### src/rtl/tod_pkg.sv
package tod_pkg;

    typedef enum logic [1:0] {
        ACT_IDLE  = 2'd0,
        ACT_LOAD  = 2'd1,
        ACT_SAVE  = 2'd2,
        ACT_DELTA = 2'd3
    } tod_act_e;

    localparam int ADDR_W     = 4;
    localparam int WORD_W     = 32;
    localparam int SEC_HI_W   = 16;
    localparam int SEC_W      = SEC_HI_W + WORD_W;
    localparam int NS_W       = 30;
    localparam int NS_PER_SEC = 1_000_000_000;
    localparam int DIS_LSB    = 4;
    localparam int MAX_DOM    = 4;

    localparam logic [ADDR_W-1:0] A_SEC_HI = 4'd8;
    localparam logic [ADDR_W-1:0] A_SEC_LO = 4'd9;
    localparam logic [ADDR_W-1:0] A_NSEC   = 4'd10;
    localparam logic [ADDR_W-1:0] A_CMD    = 4'd11;
    localparam logic [ADDR_W-1:0] A_DOMCFG = 4'd12;

endpackage

### src/rtl/tod_regs.sv
module tod_regs
    import tod_pkg::*;
#(
    parameter int          NUM_DOM     = 3,
    parameter int          INC_W       = 64,
    parameter logic [63:0] NOMINAL_INC = 64'h1FF0_0000_0000_0000
) (
    input  logic                            clk_i,
    input  logic                            rst_ni,
    input  logic                            wr_en_i,
    input  logic [ADDR_W-1:0]               wr_addr_i,
    input  logic [WORD_W-1:0]               wr_data_i,
    output logic [NUM_DOM-1:0][INC_W-1:0]   shd_inc_o,
    output logic [NUM_DOM-1:0]              ena_o,
    output logic [NUM_DOM-1:0]              upd_dis_o,
    output logic [SEC_W-1:0]                ld_sec_o,
    output logic [NS_W-1:0]                 ld_ns_o,
    output logic signed [WORD_W-1:0]        delta_ns_o,
    output logic [NUM_DOM-1:0]              load_o,
    output logic [NUM_DOM-1:0]              delta_o,
    output logic                            save_o,
    output logic [1:0]                      dom_o
);

    localparam int HALF_W = INC_W / 2;

    typedef struct packed {
        logic [NUM_DOM-1:0][INC_W-1:0] inc;
        logic [NUM_DOM-1:0]            ena;
        logic [NUM_DOM-1:0]            dis;
        logic [SEC_HI_W-1:0]           sec_hi;
        logic [WORD_W-1:0]             sec_lo;
        logic [WORD_W-1:0]             nsec;
        tod_act_e                      act;
        logic [1:0]                    dom;
    } regs_t;

    regs_t regs_d, regs_q;
    logic  dom_ok;

    always_comb begin
        regs_d     = regs_q;
        regs_d.act = ACT_IDLE;
        for (int d = 0; d < NUM_DOM; d++) begin
            if (wr_en_i && wr_addr_i == ADDR_W'(2 * d))
                regs_d.inc[d][HALF_W-1:0] = wr_data_i[HALF_W-1:0];
            if (wr_en_i && wr_addr_i == ADDR_W'(2 * d + 1))
                regs_d.inc[d][INC_W-1:HALF_W] = wr_data_i[HALF_W-1:0];
        end
        if (wr_en_i) begin
            case (wr_addr_i)
                A_SEC_HI: regs_d.sec_hi = wr_data_i[SEC_HI_W-1:0];
                A_SEC_LO: regs_d.sec_lo = wr_data_i;
                A_NSEC:   regs_d.nsec   = wr_data_i;
                A_DOMCFG: begin
                    regs_d.ena = wr_data_i[NUM_DOM-1:0];
                    regs_d.dis = wr_data_i[DIS_LSB +: NUM_DOM];
                end
                A_CMD: begin
                    // a command is taken only when the slot is idle
                    if (regs_q.act == ACT_IDLE) begin
                        regs_d.act = tod_act_e'(wr_data_i[1:0]);
                        regs_d.dom = wr_data_i[3:2];
                    end
                end
                default: ;
            endcase
        end
    end

    always_ff @(posedge clk_i or negedge rst_ni) begin
        if (!rst_ni) begin
            regs_q     <= '0;
            regs_q.act <= ACT_IDLE;
            for (int d = 0; d < NUM_DOM; d++) regs_q.inc[d] <= NOMINAL_INC;
        end else begin
            regs_q <= regs_d;
        end
    end

    assign dom_ok     = {1'b0, regs_q.dom} < 3'(NUM_DOM);
    assign shd_inc_o  = regs_q.inc;
    assign ena_o      = regs_q.ena;
    assign upd_dis_o  = regs_q.dis;
    assign ld_sec_o   = {regs_q.sec_hi, regs_q.sec_lo};
    assign ld_ns_o    = regs_q.nsec[NS_W-1:0];
    assign delta_ns_o = $signed(regs_q.nsec);
    assign save_o     = (regs_q.act == ACT_SAVE) && dom_ok;
    assign dom_o      = regs_q.dom;

    for (genvar g = 0; g < NUM_DOM; g++) begin : g_sel
        assign load_o[g]  = (regs_q.act == ACT_LOAD)  && (regs_q.dom == 2'(g));
        assign delta_o[g] = (regs_q.act == ACT_DELTA) && (regs_q.dom == 2'(g));
    end

    // a pending command lasts one clock; a write landing on it is dropped
    p_one_shot_r9: assert property (@(posedge clk_i) disable iff (!rst_ni)
        (regs_q.act != ACT_IDLE) |=> (regs_q.act == ACT_IDLE));

    // an out-of-range domain never reaches any domain strobe
    p_no_strobe_r10: assert property (@(posedge clk_i) disable iff (!rst_ni)
        !dom_ok |-> (load_o == '0 && delta_o == '0 && !save_o));

endmodule

### src/rtl/tod_domain.sv
module tod_domain
    import tod_pkg::*;
#(
    parameter int          INC_W       = 64,
    parameter int          FRAC_W      = 59,
    parameter logic [63:0] NOMINAL_INC = 64'h1FF0_0000_0000_0000
) (
    input  logic                     clk_i,
    input  logic                     rst_ni,
    input  logic                     ena_i,
    input  logic                     upd_dis_i,
    input  logic [INC_W-1:0]         shd_inc_i,
    input  logic                     load_i,
    input  logic [SEC_W-1:0]         ld_sec_i,
    input  logic [NS_W-1:0]          ld_ns_i,
    input  logic                     delta_i,
    input  logic signed [WORD_W-1:0] delta_ns_i,
    output logic [SEC_W-1:0]         sec_o,
    output logic [NS_W-1:0]          ns_o
);

    localparam int INT_W  = INC_W - FRAC_W;
    localparam int STEP_W = INT_W + 1;
    localparam int SUM_W  = WORD_W + 2;
    localparam logic signed [SUM_W-1:0] NS_S = SUM_W'(NS_PER_SEC);

    typedef struct packed {
        logic [SEC_W-1:0]  sec;
        logic [NS_W-1:0]   ns;
        logic [FRAC_W-1:0] frac;
        logic [INC_W-1:0]  inc;
        logic              dis;
    } dom_t;

    dom_t                     st_d, st_q;
    logic [FRAC_W:0]          frac_sum;
    logic [STEP_W-1:0]        step;
    logic signed [SUM_W-1:0]  dlt;
    logic signed [SUM_W-1:0]  ns_sum;

    always_comb begin
        st_d     = st_q;
        st_d.dis = upd_dis_i;
        // the shadow increment is adopted when the update gate reopens
        if (st_q.dis && !upd_dis_i) st_d.inc = shd_inc_i;

        frac_sum = {1'b0, st_q.frac} + {1'b0, st_q.inc[FRAC_W-1:0]};
        step     = '0;
        if (ena_i) begin
            step      = {1'b0, st_q.inc[INC_W-1:FRAC_W]} + STEP_W'(frac_sum[FRAC_W]);
            st_d.frac = frac_sum[FRAC_W-1:0];
        end

        dlt    = delta_i ? {{(SUM_W-WORD_W){delta_ns_i[WORD_W-1]}}, delta_ns_i} : '0;
        ns_sum = $signed({{(SUM_W-NS_W){1'b0}}, st_q.ns})
               + $signed({{(SUM_W-STEP_W){1'b0}}, step}) + dlt;

        if (ns_sum < 0) begin
            st_d.ns  = NS_W'(ns_sum + NS_S);
            st_d.sec = st_q.sec - SEC_W'(1);
        end else if (ns_sum >= NS_S) begin
            st_d.ns  = NS_W'(ns_sum - NS_S);
            st_d.sec = st_q.sec + SEC_W'(1);
        end else begin
            st_d.ns  = NS_W'(ns_sum);
        end

        if (load_i) begin
            st_d.sec  = ld_sec_i;
            st_d.ns   = ld_ns_i;
            st_d.frac = '0;
        end
    end

    always_ff @(posedge clk_i or negedge rst_ni) begin
        if (!rst_ni) begin
            st_q     <= '0;
            st_q.inc <= NOMINAL_INC;
        end else begin
            st_q <= st_d;
        end
    end

    assign sec_o = st_q.sec;
    assign ns_o  = st_q.ns;

    // counting alone keeps nanoseconds below one second
    p_ns_range_r3: assert property (@(posedge clk_i) disable iff (!rst_ni)
        (!load_i && !delta_i && st_q.ns < NS_W'(NS_PER_SEC)) |=> (st_q.ns < NS_W'(NS_PER_SEC)));

    // the active rate moves only on a released update gate
    p_inc_gate_r4: assert property (@(posedge clk_i) disable iff (!rst_ni)
        !(st_q.dis && !upd_dis_i) |=> $stable(st_q.inc));

    // a disabled domain without commands holds its time
    p_hold_r5: assert property (@(posedge clk_i) disable iff (!rst_ni)
        (!ena_i && !load_i && !delta_i) |=> ($stable(st_q.sec) && $stable(st_q.ns)));

    // a load places the staged time on the next clock
    p_load_r6: assert property (@(posedge clk_i) disable iff (!rst_ni)
        load_i |=> (st_q.sec == $past(ld_sec_i) && st_q.ns == $past(ld_ns_i) && st_q.frac == '0));

endmodule

### src/rtl/tod_capture.sv
module tod_capture
    import tod_pkg::*;
#(
    parameter int NUM_DOM = 3
) (
    input  logic                       clk_i,
    input  logic                       rst_ni,
    input  logic                       save_i,
    input  logic [1:0]                 dom_i,
    input  logic [NUM_DOM*SEC_W-1:0]   live_sec_i,
    input  logic [NUM_DOM*NS_W-1:0]    live_ns_i,
    output logic [SEC_W-1:0]           cap_sec_o,
    output logic [NS_W-1:0]            cap_ns_o
);

    typedef struct packed {
        logic [SEC_W-1:0] sec;
        logic [NS_W-1:0]  ns;
    } cap_t;

    cap_t cap_d, cap_q;

    always_comb begin
        cap_d = cap_q;
        if (save_i) begin
            for (int d = 0; d < NUM_DOM; d++) begin
                if (dom_i == 2'(d)) begin
                    cap_d.sec = live_sec_i[d*SEC_W +: SEC_W];
                    cap_d.ns  = live_ns_i[d*NS_W +: NS_W];
                end
            end
        end
    end

    always_ff @(posedge clk_i or negedge rst_ni) begin
        if (!rst_ni) cap_q <= '0;
        else         cap_q <= cap_d;
    end

    assign cap_sec_o = cap_q.sec;
    assign cap_ns_o  = cap_q.ns;

    // capture outputs move only on a save
    p_cap_stable_r7: assert property (@(posedge clk_i) disable iff (!rst_ni)
        !save_i |=> ($stable(cap_q.sec) && $stable(cap_q.ns)));

endmodule

### src/rtl/tod_clock.sv
module tod_clock
    import tod_pkg::*;
#(
    parameter int          NUM_DOM     = 3,
    parameter int          INC_W       = 64,
    parameter int          FRAC_W      = 59,
    parameter logic [63:0] NOMINAL_INC = 64'h1FF0_0000_0000_0000
) (
    input  logic                       clk_i,
    input  logic                       rst_ni,
    input  logic                       wr_en_i,
    input  logic [3:0]                 wr_addr_i,
    input  logic [31:0]                wr_data_i,
    output logic [15:0]                cap_sec_hi_o,
    output logic [31:0]                cap_sec_lo_o,
    output logic [29:0]                cap_ns_o,
    output logic [NUM_DOM*48-1:0]      live_sec_o,
    output logic [NUM_DOM*30-1:0]      live_ns_o
);

    logic [NUM_DOM-1:0][INC_W-1:0] shd_inc;
    logic [NUM_DOM-1:0]            ena, upd_dis, load, delta;
    logic [SEC_W-1:0]              ld_sec, cap_sec;
    logic [NS_W-1:0]               ld_ns;
    logic signed [WORD_W-1:0]      delta_ns;
    logic                          save;
    logic [1:0]                    dom;

    initial begin
        if (NUM_DOM < 1 || NUM_DOM > MAX_DOM) $error("NUM_DOM out of range");
    end

    tod_regs #(
        .NUM_DOM     (NUM_DOM),
        .INC_W       (INC_W),
        .NOMINAL_INC (NOMINAL_INC)
    ) u_regs (
        .clk_i      (clk_i),
        .rst_ni     (rst_ni),
        .wr_en_i    (wr_en_i),
        .wr_addr_i  (wr_addr_i),
        .wr_data_i  (wr_data_i),
        .shd_inc_o  (shd_inc),
        .ena_o      (ena),
        .upd_dis_o  (upd_dis),
        .ld_sec_o   (ld_sec),
        .ld_ns_o    (ld_ns),
        .delta_ns_o (delta_ns),
        .load_o     (load),
        .delta_o    (delta),
        .save_o     (save),
        .dom_o      (dom)
    );

    for (genvar g = 0; g < NUM_DOM; g++) begin : g_dom
        tod_domain #(
            .INC_W       (INC_W),
            .FRAC_W      (FRAC_W),
            .NOMINAL_INC (NOMINAL_INC)
        ) u_dom (
            .clk_i      (clk_i),
            .rst_ni     (rst_ni),
            .ena_i      (ena[g]),
            .upd_dis_i  (upd_dis[g]),
            .shd_inc_i  (shd_inc[g]),
            .load_i     (load[g]),
            .ld_sec_i   (ld_sec),
            .ld_ns_i    (ld_ns),
            .delta_i    (delta[g]),
            .delta_ns_i (delta_ns),
            .sec_o      (live_sec_o[g*SEC_W +: SEC_W]),
            .ns_o       (live_ns_o[g*NS_W +: NS_W])
        );
    end

    tod_capture #(
        .NUM_DOM (NUM_DOM)
    ) u_cap (
        .clk_i      (clk_i),
        .rst_ni     (rst_ni),
        .save_i     (save),
        .dom_i      (dom),
        .live_sec_i (live_sec_o),
        .live_ns_i  (live_ns_o),
        .cap_sec_o  (cap_sec),
        .cap_ns_o   (cap_ns_o)
    );

    assign cap_sec_hi_o = cap_sec[SEC_W-1:WORD_W];
    assign cap_sec_lo_o = cap_sec[WORD_W-1:0];

endmodule

### config.mk
export PLATFORM = sky130hd
export DESIGN_NAME = tod_clock
export DESIGN_NICKNAME = d
export VERILOG_FILES = /design/src/rtl/tod_pkg.sv /design/src/rtl/tod_regs.sv /design/src/rtl/tod_domain.sv /design/src/rtl/tod_capture.sv /design/src/rtl/tod_clock.sv
export SDC_FILE = /design/constraint.sdc
export NUM_CORES = 2
export LEC_CHECK = 0
export BUFFER_PORTS_ARGS = -buffer_cell sky130_fd_sc_hd__buf_2
export CAP_MARGIN = 0
export CORE_AREA = 5 5 374 376
export DETAILED_ROUTE_END_ITERATION = 8
export DIE_AREA = 0 0 379 381
export MAX_ROUTING_LAYER = met4
export PLACE_DENSITY = 0.8
export SLEW_MARGIN = 30
export SYNTH_ARGS = -nofsm -noshare
export SYNTH_HDL_FRONTEND = slang
export SYNTH_SLANG_ARGS = --single-unit
### constraint.sdc
create_clock -name clk_i -period 12.2 [get_ports clk_i]
set_input_delay 0.61 -clock clk_i [delete_from_list [all_inputs] [get_ports clk_i]]
set_output_delay 0.61 -clock clk_i [all_outputs]
set_load 0.03 [all_outputs]
==> reports/results.tsv <==
metric	value	unit
run status	finished clean	
hold crit path type	primary input to asynchronous set/reset pin	
CP Launch Type	flop	
r2r setup slk	0.70	ns
# fillers	11922	
WP data arrival	12.06	ns
clock root buffer	clkbuf_16	
Least-Margin Pin Slew	1.083	ns
Max Buffers Root-to-Sink	3	
GPL Wtd Cong	0.9963	
core area	136500	um2
internal power	0.01022	W
Starting Density	49.51	%
Clock Sinks	966	
Initial DRT Pass Iterations	8	
vias in the first global route	55289	
area of placed instances	69350	um2
IO Pins	351	
Synth Instances	7351	
skew final	0.05511	ns
routed wire length	221200	um
switching part of the total power	43.33	%
Worst Setup End Kind	flop	
Power Density	244.8	nW/um2
Tcrit/Tclk final	94.24	%
Compound-Gate Fraction of Synth Area	19.15	%
M2 GR Usage	45.01	%
Setup CP Type	flop to flop	
Slew Limit Fails	0	
grt peak-use layer	met2	
Comb pwr share	50.3	%
total track usage	30.43	%
synthesized area per cell	9.192	um2
Post-Syn Area	67570	um2
GR Util met3	7.007	%
residual DRC count	0	
CTS tree	done	
final core utilization	53.99	%
post-route cell area	73680	um2
final-stage net count	7840	
Final Hold Viols	0	
RR Startpoint	g_dom[1].u_dom.st_q[30]	
port bufs	350	
ys async rst share	100.0	%
number of max-cap violations	0	
first-pass GRT wire length	333100	um
clock slew at reported path FFs	0.06	ns
clk_lat worst skew	0.74	ns
drt wl/cell	23.96	um
chip height	381	um
synthesis-stage register bit count	966	
fin cells	9234	
die width	379	um
largest net degree at the start of global routing	183	
CP max FO	23	
setup violators final	0	
clock power share	19.6	%
area delta synth->final	9.034	%
number of warnings issued by yosys	0	
peak supply drop	0.1969	mV
most common cell after layout, fill and taps aside	dfrtp_1	
Psw	0.007814	W
critical path's slowest cell	or4_1	
die area	144400	um2
Worst R2R End	g_dom[1].u_dom.sec_o[47]	
routed vias	57786	
XOR/XNOR Fraction of Synth Area	6.284	%
number of synthesized flops with an enable pin	0	
Setup crit start	g_dom[1].u_dom.st_q[30]	
fmax	0.08698	GHz
most frequent CP cell	ha_1	
layout cell share with drive strength beyond 1	17.52	%
row count	136	
Distinct cells, synth	105	
fin crit period	11.50	ns
H-tree levels	3	
mux contribution to synthesized area	10.43	%
Num CTS Buffers	106	
initial antenna violation count	22	
Total Neg Setup Slack	0	ns
met1 usage	39.42	%
Post-Synth Simple-Gate Area	14.27	%
sequential element share of the synthesized area	35.87	%
adder-cell share of the synthesized area	8.799	%
path depth of the worst reg2reg path	52	
Remaining Overflow, GRT	0	
1st-iter DRT viols	5782	
main combinational cell family by area after synthesis	compound AO/OA/AOI/OAI gates	
most common flop cell mapped by yosys	dfrtp_1	
Required @ worst endpoint	12.76	ns
Crit path largest cell delay	0.62	ns
Routed Antenna Nets	0	
dpl cells	9010	
Post-Syn Nets	7858	
Vias/cell	6.258	
Leakage Power	34.59	nW
Final HPWL DP	157900	um
Sequential Power Share	30.1	%
most frequent cells in the layout	908 x dfrtp_1, 730 x nor2_1, 669 x a21oi_1	
relative slew slack	27.82	%
total power	0.01803	W
## sequential cells by signal, summed over array words and instances (netlist names)
| name | cells |
|---|---|
| u_regs.shd_inc_o | 192 |
| g_dom.u_dom.ns_o | 90 |
| u_regs.ld_sec_o | 48 |
| g_dom.u_dom.sec_o | 144 |
| u_regs.dom_o | 2 |
| u_regs.ena_o | 3 |
| u_regs.delta_ns_o | 32 |
| u_regs.upd_dis_o | 3 |
| g_dom.u_dom.st_q | 372 |
| u_cap.cap_ns_o | 30 |
| u_regs.regs_q | 2 |
| u_cap.cap_sec_o | 48 |
## area by class of cell
class | count | area [um2] | share of cell area (%)
antenna | 22 | 55.05 | 0.07472
inverter | 114 | 430.4 | 0.5842
timing repair buffer | 441 | 2669 | 3.622
multi-input combinational | 5704 | 40190 | 54.55
clock buffer | 137 | 2983 | 4.049
sequential | 966 | 24250 | 32.92
clock inverter | 56 | 853.3 | 1.158
tap | 1794 | 2245 | 3.047
## logic make-up (layout without fill, tap and decap cells)
| family | Yosys count | after routing |
|---|---|---|
| xor+xnor | 484 | 484 |
| other cells | 0 | 22 |
| compound gates | 2023 | 2023 |
| simple gates | 2086 | 2086 |
| buf+inv | 681 | 748 |
| fa+ha+maj | 468 | 468 |
| flops | 966 | 966 |
| mux | 643 | 643 |
## cells in the mapped netlist (12+ instances only)
master,n,area [um2]
and3_1,68,425.4
o21ai_0,294,1471
a41oi_1,14,122.6
buf_2,30,150.1
o31ai_1,104,780.8
a211oi_1,72,540.5
o311ai_0,12,105.1
inv_1,112,420.4
o21a_1,57,427.9
a21o_1,233,1749
fa_1,12,240.2
a221oi_1,22,192.7
or2_2,16,100.1
mux2i_1,156,1562
xor2_1,170,1489
mux2_2,487,5484
dfrtp_1,912,22820
clkbuf_1,269,1010
a31oi_1,92,575.6
and4_1,16,140.1
ha_1,456,5705
o31a_1,21,183.9
a21boi_0,17,127.6
o21ai_1,25,125.1
xnor2_1,313,2741
a21oi_1,680,3403
nor2_1,735,2759
a2111oi_0,12,105.1
o221ai_1,12,105.1
nand2b_1,80,500.5
nand3_1,138,690.7
nand4_1,80,500.5
buf_4,239,1794
a211o_1,19,166.4
nand3b_1,16,120.1
or3_1,40,250.2
o22ai_1,96,600.6
nor2b_1,46,287.8
nor3_1,82,410.4
o211ai_1,40,300.3
nand2_1,575,2158
buf_1,26,97.59
o21bai_1,70,525.5
dfstp_2,54,1419
and2_1,148,925.9
## power by group through the flow
stage,Combinational (W),Clock (W),Sequential [W]
finish,0.00907,0.00354,0.00543
global route,0.00992,0.00371,0.00552
CTS,0.00888,0.00357,0.00539
detailed placement,0.00878,0,0.00543
global placement,0.00850,0,0.00537
floorplan,0.00694,0,0.00508
## metal layers
metal / up-vias / wire [um]
met4: 0 / 12470
met1: 28322 / 89830
li1: 26337 / -
met5: - / 0
met2: 2556 / 97190
met3: 571 / 21730
## what timing repair did
item	in CTS	in global routing
hold buffers	0	1
pin swaps	0	6
buffers inserted	0	2
resized for setup	6	62
endpoints found under the hold margin	0	45
endpoints found under the setup margin	9	81
## critical path: cells and delay by family, from the launching register on
kind | cells | cell delay (ns)
flops | 1 | 0.39
xor+xnor | 3 | 0.42
fa+ha+maj | 6 | 1.84
compound gates | 25 | 4.94
buf+inv | 3 | 0.75
simple gates | 15 | 2.96
## metrics by stage
stage                     hold slack (ns)  setup slack (ns)
after floorplan                    0.3144           0.03761
after global placement             0.3691            0.1169
after detailed placement           0.3702          -0.03896
after CTS                        0.009437           0.04031
after global routing               0.4111          -0.04874
final                              0.3918            0.7025
## worst max-delay path by stage
stage,to,slack (ns),cells after the start
4_1_cts,g_dom[0].u_dom.sec_o[47],0.04,52
3_5_place_dp,g_dom[1].u_dom.sec_o[46],-0.04,50
2_1_floorplan,g_dom[0].u_dom.sec_o[47],0.04,54
6_report,g_dom[1].u_dom.sec_o[47],0.70,52
5_1_grt,g_dom[2].u_dom.sec_o[42],-0.05,50
3_3_place_gp,g_dom[0].u_dom.sec_o[47],0.12,51
Note: power is estimated with default switching activity, not from simulation.
